[src/rtl/twm_pkg.sv]
package twm_pkg;
  localparam int BYTE_W = 8;
  localparam logic [3:0] DEV_TYPE = 4'b1010;

  typedef enum logic [2:0] {
    ST_IDLE,
    ST_CTRL,
    ST_ADDR,
    ST_WDATA,
    ST_RDATA
  } twm_state_e;
endpackage

[src/rtl/twm_sync.sv]
module twm_sync #(
  parameter int STAGES = 2
) (
  input  logic clk,
  input  logic rst,
  input  logic scl_i,
  input  logic sda_i,
  output logic scl_o,
  output logic sda_o,
  output logic scl_rise_o,
  output logic scl_fall_o,
  output logic start_o,
  output logic stop_o
);
  logic [STAGES-1:0] scl_p, sda_p;
  logic scl_d, sda_d;

  always_ff @(posedge clk) begin
    if (rst) begin
      scl_p <= {STAGES{1'b1}};
      sda_p <= {STAGES{1'b1}};
      scl_d <= 1'b1;
      sda_d <= 1'b1;
    end else begin
      scl_p <= {scl_p[STAGES-2:0], scl_i};
      sda_p <= {sda_p[STAGES-2:0], sda_i};
      scl_d <= scl_p[STAGES-1];
      sda_d <= sda_p[STAGES-1];
    end
  end

  assign scl_o      = scl_p[STAGES-1];
  assign sda_o      = sda_p[STAGES-1];
  assign scl_rise_o = scl_o & ~scl_d;
  assign scl_fall_o = ~scl_o & scl_d;
  // Conditions need SCL high on both the current and previous sample
  assign start_o    = scl_o & scl_d & sda_d & ~sda_o;
  assign stop_o     = scl_o & scl_d & ~sda_d & sda_o;

  p_no_cond_on_clk_edge_r1: assert property (@(posedge clk) disable iff (rst)
    (scl_rise_o || scl_fall_o) |-> !(start_o || stop_o));
endmodule

[src/rtl/twm_regfile.sv]
module twm_regfile #(
  parameter int AW = 8,
  parameter int DW = 8
) (
  input  logic          clk,
  input  logic          we_i,
  input  logic [AW-1:0] waddr_i,
  input  logic [DW-1:0] wdata_i,
  input  logic [AW-1:0] raddr_i,
  output logic [DW-1:0] rdata_o
);
  localparam int DEPTH = 1 << AW;

  logic [DW-1:0] mem [DEPTH];

  // Synchronous write and registered read so block RAM can be inferred
  always_ff @(posedge clk) begin
    if (we_i) mem[waddr_i] <= wdata_i;
    rdata_o <= mem[raddr_i];
  end
endmodule

[src/rtl/twm_engine.sv]
module twm_engine
  import twm_pkg::*;
#(
  parameter int AW        = 8,
  parameter int SEL_W     = 3,
  parameter int PAGE_BITS = 4
) (
  input  logic             clk,
  input  logic             rst,
  input  logic             scl_s,
  input  logic             sda_s,
  input  logic             scl_rise,
  input  logic             scl_fall,
  input  logic             start_i,
  input  logic             stop_i,
  input  logic [SEL_W-1:0] strap_i,
  input  logic             busy_i,
  input  logic [BYTE_W-1:0] rd_data_i,
  output logic [AW-1:0]    ptr_o,
  output logic             sda_oe_o,
  output logic             wr_stb_o,
  output logic [AW-1:0]    wr_addr_o,
  output logic [BYTE_W-1:0] wr_data_o,
  output logic             wr_commit_o
);
  localparam int BC_W = 4;
  localparam logic [BC_W-1:0] BC_BYTE = BC_W'(BYTE_W);
  localparam logic [BC_W-1:0] BC_MACK = BC_W'(BYTE_W + 1);

  twm_state_e        state_q;
  logic [BC_W-1:0]   bitcnt_q;
  logic [BYTE_W-1:0] sr_q, txsr_q;
  logic              ackph_q, rdmode_q, mack_q, wrpend_q;
  logic [AW-1:0]     ptr_q;
  logic              ctrl_match;

  assign ctrl_match = (sr_q[BYTE_W-1 -: 4] == DEV_TYPE) &&
                      (sr_q[SEL_W:1] == strap_i);
  assign ptr_o = ptr_q;

  always_ff @(posedge clk) begin
    if (rst) begin
      state_q     <= ST_IDLE;
      bitcnt_q    <= '0;
      sr_q        <= '0;
      txsr_q      <= '0;
      ackph_q     <= 1'b0;
      rdmode_q    <= 1'b0;
      mack_q      <= 1'b0;
      wrpend_q    <= 1'b0;
      ptr_q       <= '0;
      sda_oe_o    <= 1'b0;
      wr_stb_o    <= 1'b0;
      wr_addr_o   <= '0;
      wr_data_o   <= '0;
      wr_commit_o <= 1'b0;
    end else begin
      wr_stb_o    <= 1'b0;
      wr_commit_o <= 1'b0;
      if (start_i) begin
        // any Start restarts control-byte reception
        state_q  <= ST_CTRL;
        bitcnt_q <= '0;
        ackph_q  <= 1'b0;
        sda_oe_o <= 1'b0;
        wrpend_q <= 1'b0;
      end else if (stop_i) begin
        state_q     <= ST_IDLE;
        bitcnt_q    <= '0;
        ackph_q     <= 1'b0;
        sda_oe_o    <= 1'b0;
        wr_commit_o <= wrpend_q;
        wrpend_q    <= 1'b0;
      end else if (scl_rise) begin
        case (state_q)
          ST_CTRL, ST_ADDR, ST_WDATA: begin
            if (!ackph_q && bitcnt_q < BC_BYTE) begin
              sr_q     <= {sr_q[BYTE_W-2:0], sda_s};
              bitcnt_q <= bitcnt_q + 1'b1;
            end
          end
          ST_RDATA: begin
            if (bitcnt_q < BC_BYTE) begin
              bitcnt_q <= bitcnt_q + 1'b1;
            end else if (bitcnt_q == BC_BYTE) begin
              mack_q   <= ~sda_s;     // master acknowledge sample
              bitcnt_q <= BC_MACK;
            end
          end
          default: ;
        endcase
      end else if (scl_fall) begin
        case (state_q)
          ST_CTRL, ST_ADDR, ST_WDATA: begin
            if (ackph_q) begin
              // end of ninth pulse: release, then move on
              ackph_q  <= 1'b0;
              bitcnt_q <= '0;
              sda_oe_o <= 1'b0;
              case (state_q)
                ST_CTRL: begin
                  if (rdmode_q) begin
                    state_q  <= ST_RDATA;
                    txsr_q   <= rd_data_i;
                    sda_oe_o <= ~rd_data_i[BYTE_W-1];
                  end else begin
                    state_q <= ST_ADDR;
                  end
                end
                ST_ADDR: state_q <= ST_WDATA;
                default: ;
              endcase
            end else if (bitcnt_q == BC_BYTE) begin
              if (busy_i) begin
                state_q  <= ST_IDLE;    // withhold every acknowledge
                bitcnt_q <= '0;
              end else begin
                case (state_q)
                  ST_CTRL: begin
                    if (ctrl_match) begin
                      ackph_q  <= 1'b1;
                      sda_oe_o <= 1'b1;
                      rdmode_q <= sr_q[0];
                    end else begin
                      state_q  <= ST_IDLE;
                      bitcnt_q <= '0;
                    end
                  end
                  ST_ADDR: begin
                    ptr_q    <= sr_q[AW-1:0];
                    ackph_q  <= 1'b1;
                    sda_oe_o <= 1'b1;
                  end
                  default: begin // ST_WDATA
                    wr_stb_o  <= 1'b1;
                    wr_addr_o <= ptr_q;
                    wr_data_o <= sr_q;
                    ptr_q     <= {ptr_q[AW-1:PAGE_BITS],
                                  ptr_q[PAGE_BITS-1:0] + 1'b1};
                    wrpend_q  <= 1'b1;
                    ackph_q   <= 1'b1;
                    sda_oe_o  <= 1'b1;
                  end
                endcase
              end
            end
          end
          ST_RDATA: begin
            if (bitcnt_q != '0 && bitcnt_q < BC_BYTE) begin
              sda_oe_o <= ~txsr_q[BYTE_W-2];
              txsr_q   <= {txsr_q[BYTE_W-2:0], 1'b0};
            end else if (bitcnt_q == BC_BYTE) begin
              sda_oe_o <= 1'b0;
              ptr_q    <= ptr_q + 1'b1;
            end else if (bitcnt_q == BC_MACK) begin
              bitcnt_q <= '0;
              if (mack_q) begin
                txsr_q   <= rd_data_i;
                sda_oe_o <= ~rd_data_i[BYTE_W-1];
              end else begin
                state_q <= ST_IDLE;
              end
            end
          end
          default: ;
        endcase
      end
    end
  end

  p_oe_rise_scl_low_r3: assert property (@(posedge clk) disable iff (rst)
    $rose(sda_oe_o) |-> !scl_s);

  p_no_ack_busy_r9: assert property (@(posedge clk) disable iff (rst)
    ($rose(sda_oe_o) && busy_i) |-> state_q == ST_RDATA);

  p_cond_reset_r10: assert property (@(posedge clk) disable iff (rst)
    (start_i || stop_i) |=> (bitcnt_q == '0 && !sda_oe_o));

  p_strobe_single_r5: assert property (@(posedge clk) disable iff (rst)
    wr_stb_o |=> !wr_stb_o);

  p_bitcnt_range_r7: assert property (@(posedge clk) disable iff (rst)
    bitcnt_q <= BC_MACK);
endmodule

[src/rtl/twm_slave.sv]
module twm_slave
  import twm_pkg::*;
#(
  parameter int AW        = 8,
  parameter int SEL_W     = 3,
  parameter int PAGE_BITS = 4,
  parameter int SYNC_ST   = 2
) (
  input  logic             clk,
  input  logic             rst,
  input  logic             scl_i,
  input  logic             sda_i,
  input  logic [SEL_W-1:0] strap_i,
  input  logic             busy_i,
  input  logic             mem_we_i,
  input  logic [AW-1:0]    mem_waddr_i,
  input  logic [BYTE_W-1:0] mem_wdata_i,
  output logic             sda_oe_o,
  output logic             wr_stb_o,
  output logic [AW-1:0]    wr_addr_o,
  output logic [BYTE_W-1:0] wr_data_o,
  output logic             wr_commit_o
);
  logic scl_s, sda_s, scl_rise, scl_fall, start_c, stop_c;
  logic [AW-1:0]     ptr;
  logic [BYTE_W-1:0] rd_data;

  twm_sync #(.STAGES(SYNC_ST)) u_sync (
    .clk        (clk),
    .rst        (rst),
    .scl_i      (scl_i),
    .sda_i      (sda_i),
    .scl_o      (scl_s),
    .sda_o      (sda_s),
    .scl_rise_o (scl_rise),
    .scl_fall_o (scl_fall),
    .start_o    (start_c),
    .stop_o     (stop_c)
  );

  twm_regfile #(.AW(AW), .DW(BYTE_W)) u_mem (
    .clk     (clk),
    .we_i    (mem_we_i),
    .waddr_i (mem_waddr_i),
    .wdata_i (mem_wdata_i),
    .raddr_i (ptr),
    .rdata_o (rd_data)
  );

  twm_engine #(.AW(AW), .SEL_W(SEL_W), .PAGE_BITS(PAGE_BITS)) u_eng (
    .clk         (clk),
    .rst         (rst),
    .scl_s       (scl_s),
    .sda_s       (sda_s),
    .scl_rise    (scl_rise),
    .scl_fall    (scl_fall),
    .start_i     (start_c),
    .stop_i      (stop_c),
    .strap_i     (strap_i),
    .busy_i      (busy_i),
    .rd_data_i   (rd_data),
    .ptr_o       (ptr),
    .sda_oe_o    (sda_oe_o),
    .wr_stb_o    (wr_stb_o),
    .wr_addr_o   (wr_addr_o),
    .wr_data_o   (wr_data_o),
    .wr_commit_o (wr_commit_o)
  );
endmodule

[config.mk]
export PLATFORM = sky130hd
export DESIGN_NAME = twm_slave
export DESIGN_NICKNAME = d
export VERILOG_FILES = /design/src/rtl/twm_pkg.sv /design/src/rtl/twm_sync.sv /design/src/rtl/twm_regfile.sv /design/src/rtl/twm_engine.sv /design/src/rtl/twm_slave.sv
export SDC_FILE = /design/constraint.sdc
export NUM_CORES = 2
export LEC_CHECK = 0
export BUFFER_PORTS_ARGS = -buffer_cell sky130_fd_sc_hd__buf_4
export CORE_UTILIZATION = 45
export DETAILED_ROUTE_END_ITERATION = 7
export GPL_TIMING_DRIVEN = 0
export SYNTH_ARGS = -nofsm -noshare
export SYNTH_HDL_FRONTEND = slang
export SYNTH_HIERARCHICAL = 1
export SYNTH_SLANG_ARGS = --single-unit
export TNS_END_PERCENT = 100
[constraint.sdc]
create_clock -name clk -period 2.3 [get_ports clk]
set_input_delay 0.23 -clock clk [delete_from_list [all_inputs] [get_ports clk]]
set_output_delay 0.23 -clock clk [all_outputs]
set_load 0.01 [all_outputs]
* Yosys cells after proc, flatten, opt, wreduce, memory -nomap -nowiden
Memory sizes are Yosys's and may differ from the RTL's. A register that Yosys moved wholly into a read port is not among the register bits.
Index checks and enable logic that the tools add are counted.
** Operators by class
- Multiplexer cells :: 66
- Bitwise operators :: 23
- Reductions and logical operators :: 27
- Magnitude comparators :: 1
- Add/subtract/negate cells :: 3
- Eq/ne operators :: 49
** Operators with widths (count)
- $mux 4 :: 13
- $mux 7 :: 7
- $reduce_and 11->1 :: 4
- $mux 8 :: 5
- $pmux 8 s2 :: 2
- $mux 3 :: 10
- $mux 1 :: 23
- $reduce_and 10->1 :: 2
- $ne 4x2->1 const B :: 4
- $ne 4x4->1 const B :: 4
- $not 1->1 :: 16
- $pmux 4 s2 :: 2
- $ne 2x1->1 const B :: 7
- $pmux 7 s2 :: 1
- $eq 4x4->1 const B :: 3
- $ne 2x2->1 const B :: 6
- $ne 3x1->1 const B :: 4
- $pmux 3 s2 :: 2
- $reduce_and 12->1 :: 1
- $ne 5x3->1 const B :: 2
- $ne 3x2->1 const B :: 3
- $ne 3x3->1 const B :: 3
- $reduce_and 9->1 :: 1
- $reduce_or 3->1 :: 3
- 27 further kinds :: 41
** Storage, ports and cells
- Memories kept :: 1
- Bits of input ports :: 25
- Bits in writable memories :: 2048
- Logic and storage cells :: 190
- Output and inout port bits :: 19
- Flip-flop bits (word level) :: 59
** Memory list
- u_mem.mem :: depth 256, width 8, read ports 1, clocked after memory_dff 1, write ports 1, line twm_regfile.sv:14 : logic [DW-1:0] mem [DEPTH];

* Depth between registers and ports, before layout
- Depth after elaboration :: 12
- Depth in mapped cells :: 11
- Depth with buffers taken out :: 7

* Modules after synthesis
The synthesis kept the hierarchy.
** Modules (own cells, without submodules)
- twm_regfile :: cells each 3711, area each 79309.8 um^2, instances 1, seq. area each 61659.1 um^2
- twm_engine :: cells each 332, area each 2860.2 um^2, instances 1, seq. area each 1061.0 um^2
- twm_sync :: cells each 16, area each 190.2 um^2, instances 1, seq. area each 120.1 um^2

* Least setup slack after synthesis
No wires, ideal clock.
- Kind :: register -> register
- Start :: register u_eng.ptr_q[0] (netlist: u_eng/ptr_o[0])
- End :: register u_mem.rdata_o[0] (read register of u_mem.mem)
- Path buffers :: 4
- Path slack :: -0.077 ns
- Period minus slack after synthesis :: 2.377 ns
- Arrival time :: 2.252 ns
- Cell stages (with the launch flop) :: 10
- Required time :: 2.174 ns
- Library setup time :: 0.126 ns
- Cell sequence :: dfxtp_1 buf_6 buf_12 buf_6 buf_2 mux4_2 a22oi_1 a21oi_1 nor4_1 nor3b_1
** RTL lines
- start, declared :: line twm_engine.sv:34 : logic [AW-1:0] ptr_q;
- start signal, assigned :: line twm_engine.sv:130 : ptr_q <= sr_q[AW-1:0];
- start signal, assigned :: line twm_engine.sv:138 : ptr_q <= {ptr_q[AW-1:PAGE_BITS],
- start signal, assigned :: line twm_engine.sv:154 : ptr_q <= ptr_q + 1'b1;
- end, declared :: line twm_regfile.sv:10 : output logic [DW-1:0] rdata_o

==> results.sh <==
export IMPL_drt_wl_total_mm=253.5
export IMPL_synthesis_nets=4089
export IMPL_final_nets=4515
export IMPL_ant_nets=0
export IMPL_worst_ep_arrival_time_ns=3.73
export IMPL_clkPwrFrac_pct=43.7
export IMPL_ys_seq_elements=2115
export IMPL_min_path_cells=2
export IMPL_powerDensity_nw_per_um2=789.5
export IMPL_synth_distinct_cells=82
export IMPL_avgSynthCellArea_um2=20.29
export IMPL_cts_root_buffer_cell="clkbuf_16"
export IMPL_path_clk_slew_ns=0.06
export IMPL_setup_viol=377
export IMPL_numClockSinks=2115
export IMPL_synth_edf_count=2048
export IMPL_grt_pass1_vias=43372
export IMPL_drive_gt1_share_pct=33.93
export IMPL_htree_levels=4
export IMPL_drt_iter0_markers=6567
export IMPL_peakVddDrop_uv=634.0
export IMPL_grt_max_degree=150
export IMPL_min_from="mem_wdata_i[3]"
export IMPL_timing_critical_path_fanout_max=9
export IMPL_drtPass1Iterations=6
export IMPL_dr_total_vias=44906
export IMPL_fin_ws_ns=-0.7330
export IMPL_ff2ff_path_depth=10
export IMPL_start_util_pct=45.42
export IMPL_hpwl_mm=163.0
export IMPL_final_cell_mix="edfxtp_1 (2048), mux4_2 (451), clkbuf_16 (214)"
export IMPL_status="complete, but fails checks"
export IMPL_crit_path_top_delay_cell="mux4_2"
export IMPL_chipHeight_um=429.8
export IMPL_period_share_pct=131.9
export IMPL_max_freq_mhz=329.7
export IMPL_path_cells="buf_12, buf_16, buf_16, buf_16, buf_4, mux4_2, a211oi_2, a21oi_4, nor4_4, nor4_4"
export IMPL_wl_per_cell_um=36.04
export IMPL_switching_share_pct=20.40
export IMPL_top_level_ports=44
export IMPL_maxSlewHeadroom_pct=15.14
export IMPL_antenna_found_initial=3
export IMPL_cpPeakStageDelay_ns=0.51
export IMPL_seqCellArea_um2=62860
export IMPL_std_cell_rows=156
export IMPL_multiInputGateArea_um2=20160
export IMPL_power_frac_seq_pct=54.8
export IMPL_syn_to_final_growth_pct=18.85
export IMPL_skew_ns=0.03860
export IMPL_synth_ff_type="edfxtp_1"
export IMPL_yosys_warnings=6
export IMPL_routed_via_density=6.383
export IMPL_maxCapViolations=0
export IMPL_netlist_area_um2=82360
export IMPL_die_area_um2=184700
export IMPL_cts_path_max_buffers=3
export IMPL_gp_congestion=0.9393
export IMPL_r2r_start="u_eng/ptr_o[0]"
export IMPL_required_ns=3.00
export IMPL_crit_top_cell="buf_16"
export IMPL_rr_endpoint="u_mem/rdata_o[6]"
export IMPL_async_flop_share_pct=0
export IMPL_r2r_setup_slack_ns=-0.73
export IMPL_tightest_slew_ns=1.268
export IMPL_core_um2=181300
export IMPL_grt_pass1_wl_mm=346.9
export IMPL_track_usage_pct=27.41
export IMPL_grt_overflow_total=0
export IMPL_holdPathEnd="u_mem/mem[193][3]"
export IMPL_violations="negative setup slack"
export IMPL_die_w_um=429.8
export IMPL_period_needed_ns=3.033
export IMPL_p_int_uw=61510
export IMPL_numCtsBuffers=211
export IMPL_crit_path_start_kind="register"
export IMPL_final_common_cell="edfxtp_1"
export IMPL_slew_violations=0
export IMPL_placedInstanceArea_um2=86050
export IMPL_p_comb_share_pct=1.5
export IMPL_fillerInstances=13821
export IMPL_yosysSeqAreaShare_pct=76.30
export IMPL_rsz0062_at_grt="true"
export IMPL_switchingPower_uw=15770
export IMPL_final_area_um2=97890
export IMPL_worstSkewPairLatency_ns=0.88
export IMPL_syn_instance_count=4059
export IMPL_cts_tree="yes"
export IMPL_place_ws_ns=-2.858
export IMPL_finalPower_uw=77280
export IMPL_hold_path_class="input port to register"
export IMPL_end_kind="register"
export IMPL_p_leak_uw=0.02945
export IMPL_critPathKind="register to register"
export IMPL_hold_viol=0
export IMPL_drt_drc_violations_left=0
export IMPL_port_buffers=43
==> worst max path at each step <==
stage,cells past startpoint,startpoint,endpoint
CTS,9,u_eng/ptr_o[0],u_mem/rdata_o[7]
floorplan,8,u_eng/ptr_o[3],u_mem/rdata_o[5]
finish,10,u_eng/ptr_o[0],u_mem/rdata_o[6]
global route,9,u_eng/ptr_o[0],u_mem/rdata_o[7]
detailed placement,8,u_eng/ptr_o[1],u_mem/rdata_o[4]
global placement,8,u_eng/ptr_o[1],u_mem/rdata_o[6]
==> stage by stage <==
stage                     utilization, %  std cells  hold slack (ns)   TNS, ns
after floorplan                        -       4059           0.3271         0
after global placement             47.24       6472           0.3996  -3132.67
after detailed placement           47.46       6484           0.3904  -2066.39
after CTS                          53.56       7000          0.03118    -5.454
after global routing               53.98       7030          0.07998    -6.986
final                              53.98       7035          0.07646    -31.29
==> area by class of cell <==
type / instances / share of cell area, %
diodes: 6 / 0.01534
plain buffers: 237 / 2.858
clock buffers: 249 / 5.583
clock inverters: 138 / 1.311
inverters: 14 / 0.05369
multi-input cells: 1689 / 20.60
flip-flops and latches: 2115 / 64.22
well taps: 2370 / 3.029
repair buffers: 217 / 2.331
==> Yosys cell counts, types with 7 or more instances <==
cell type,instances,area share (%)
a21oi_1,143,0.87
a211oi_1,19,0.17
nand3_1,27,0.16
nor3_1,22,0.13
dfxtp_1,67,1.6
clkbuf_1,94,0.43
a22oi_1,182,1.7
buf_1,30,0.14
inv_1,14,0.064
nor2b_1,22,0.17
and3_1,8,0.061
a22o_1,7,0.074
and2_1,8,0.061
nand2b_1,13,0.099
nand2_1,92,0.42
nor4_1,29,0.22
buf_2,46,0.28
buf_6,25,0.34
mux2_2,15,0.21
mux4_2,451,12
nor2_1,312,1.4
mux2i_1,140,1.7
o21ai_0,16,0.097
a221oi_1,11,0.12
edfxtp_1,2048,75
or3_1,9,0.068
o22ai_1,23,0.17
o221ai_1,33,0.35
buf_4,34,0.31
==> power groups by stage <==
| stage | combinational [µW] | sequential [µW] | clock (µW) |
|---|---|---|---|
| after CTS | 1130 | 42300 | 34100 |
| final | 1150 | 42300 | 33800 |
| after detailed placement | 1080 | 43100 | 0 |
| after global routing | 1200 | 42300 | 35600 |
| after global placement | 945 | 43200 | 0 |
| after floorplan | 181 | 43100 | 0 |
==> state kept, by name, indices dropped and copies added (netlist names), 2 cells and up <==
register / cells
u_eng/sr_q: 8
u_eng/wr_addr_o: 8
u_eng/state_q: 3
u_mem/rdata_o: 8
u_eng/txsr_q: 7
u_eng/wr_data_o: 8
u_sync/scl_p: 2
u_eng/ptr_o: 8
u_eng/bitcnt_q: 4
u_sync/sda_p: 2
u_mem/mem: 2048
==> metal layers <==
layer	share of wire [%]	global-route usage, %	wire [µm]
met5	0	0	0
met4	5.4	13.67	13820
met3	11	6.444	27590
met2	45	40.91	114500
met1	39	37.97	97650
==> worst max-delay path: cells and delay by family (launching register included) <==
family	cells	cell delay [ns]
AO/OA/AOI/OAI	2	0.58
buffers and inverters	5	0.83
flip-flops	1	0.36
multiplexers	1	0.51
AND/OR/NAND/NOR	2	0.56
==> cell families after synthesis <==
group | share of synthesized area (%)
buf+inv | 1.797
fa+ha+maj | 0.07596
simple gates | 3.409
compound gates | 3.935
xor+xnor | 0.05317
flops | 76.30
mux | 14.43
==> what timing repair did <==
action | 4_1_cts | 5_1_grt
hold buffers | 13 | 0
endpoints found under the setup margin | 1305 | 660
cloned | 5 | 0
buffers inserted | 114 | 30
hold endpoints to repair | 429 | 0
resized for setup | 815 | 122
pin swaps | 82 | 44
(Power assumes the default switching activity.)
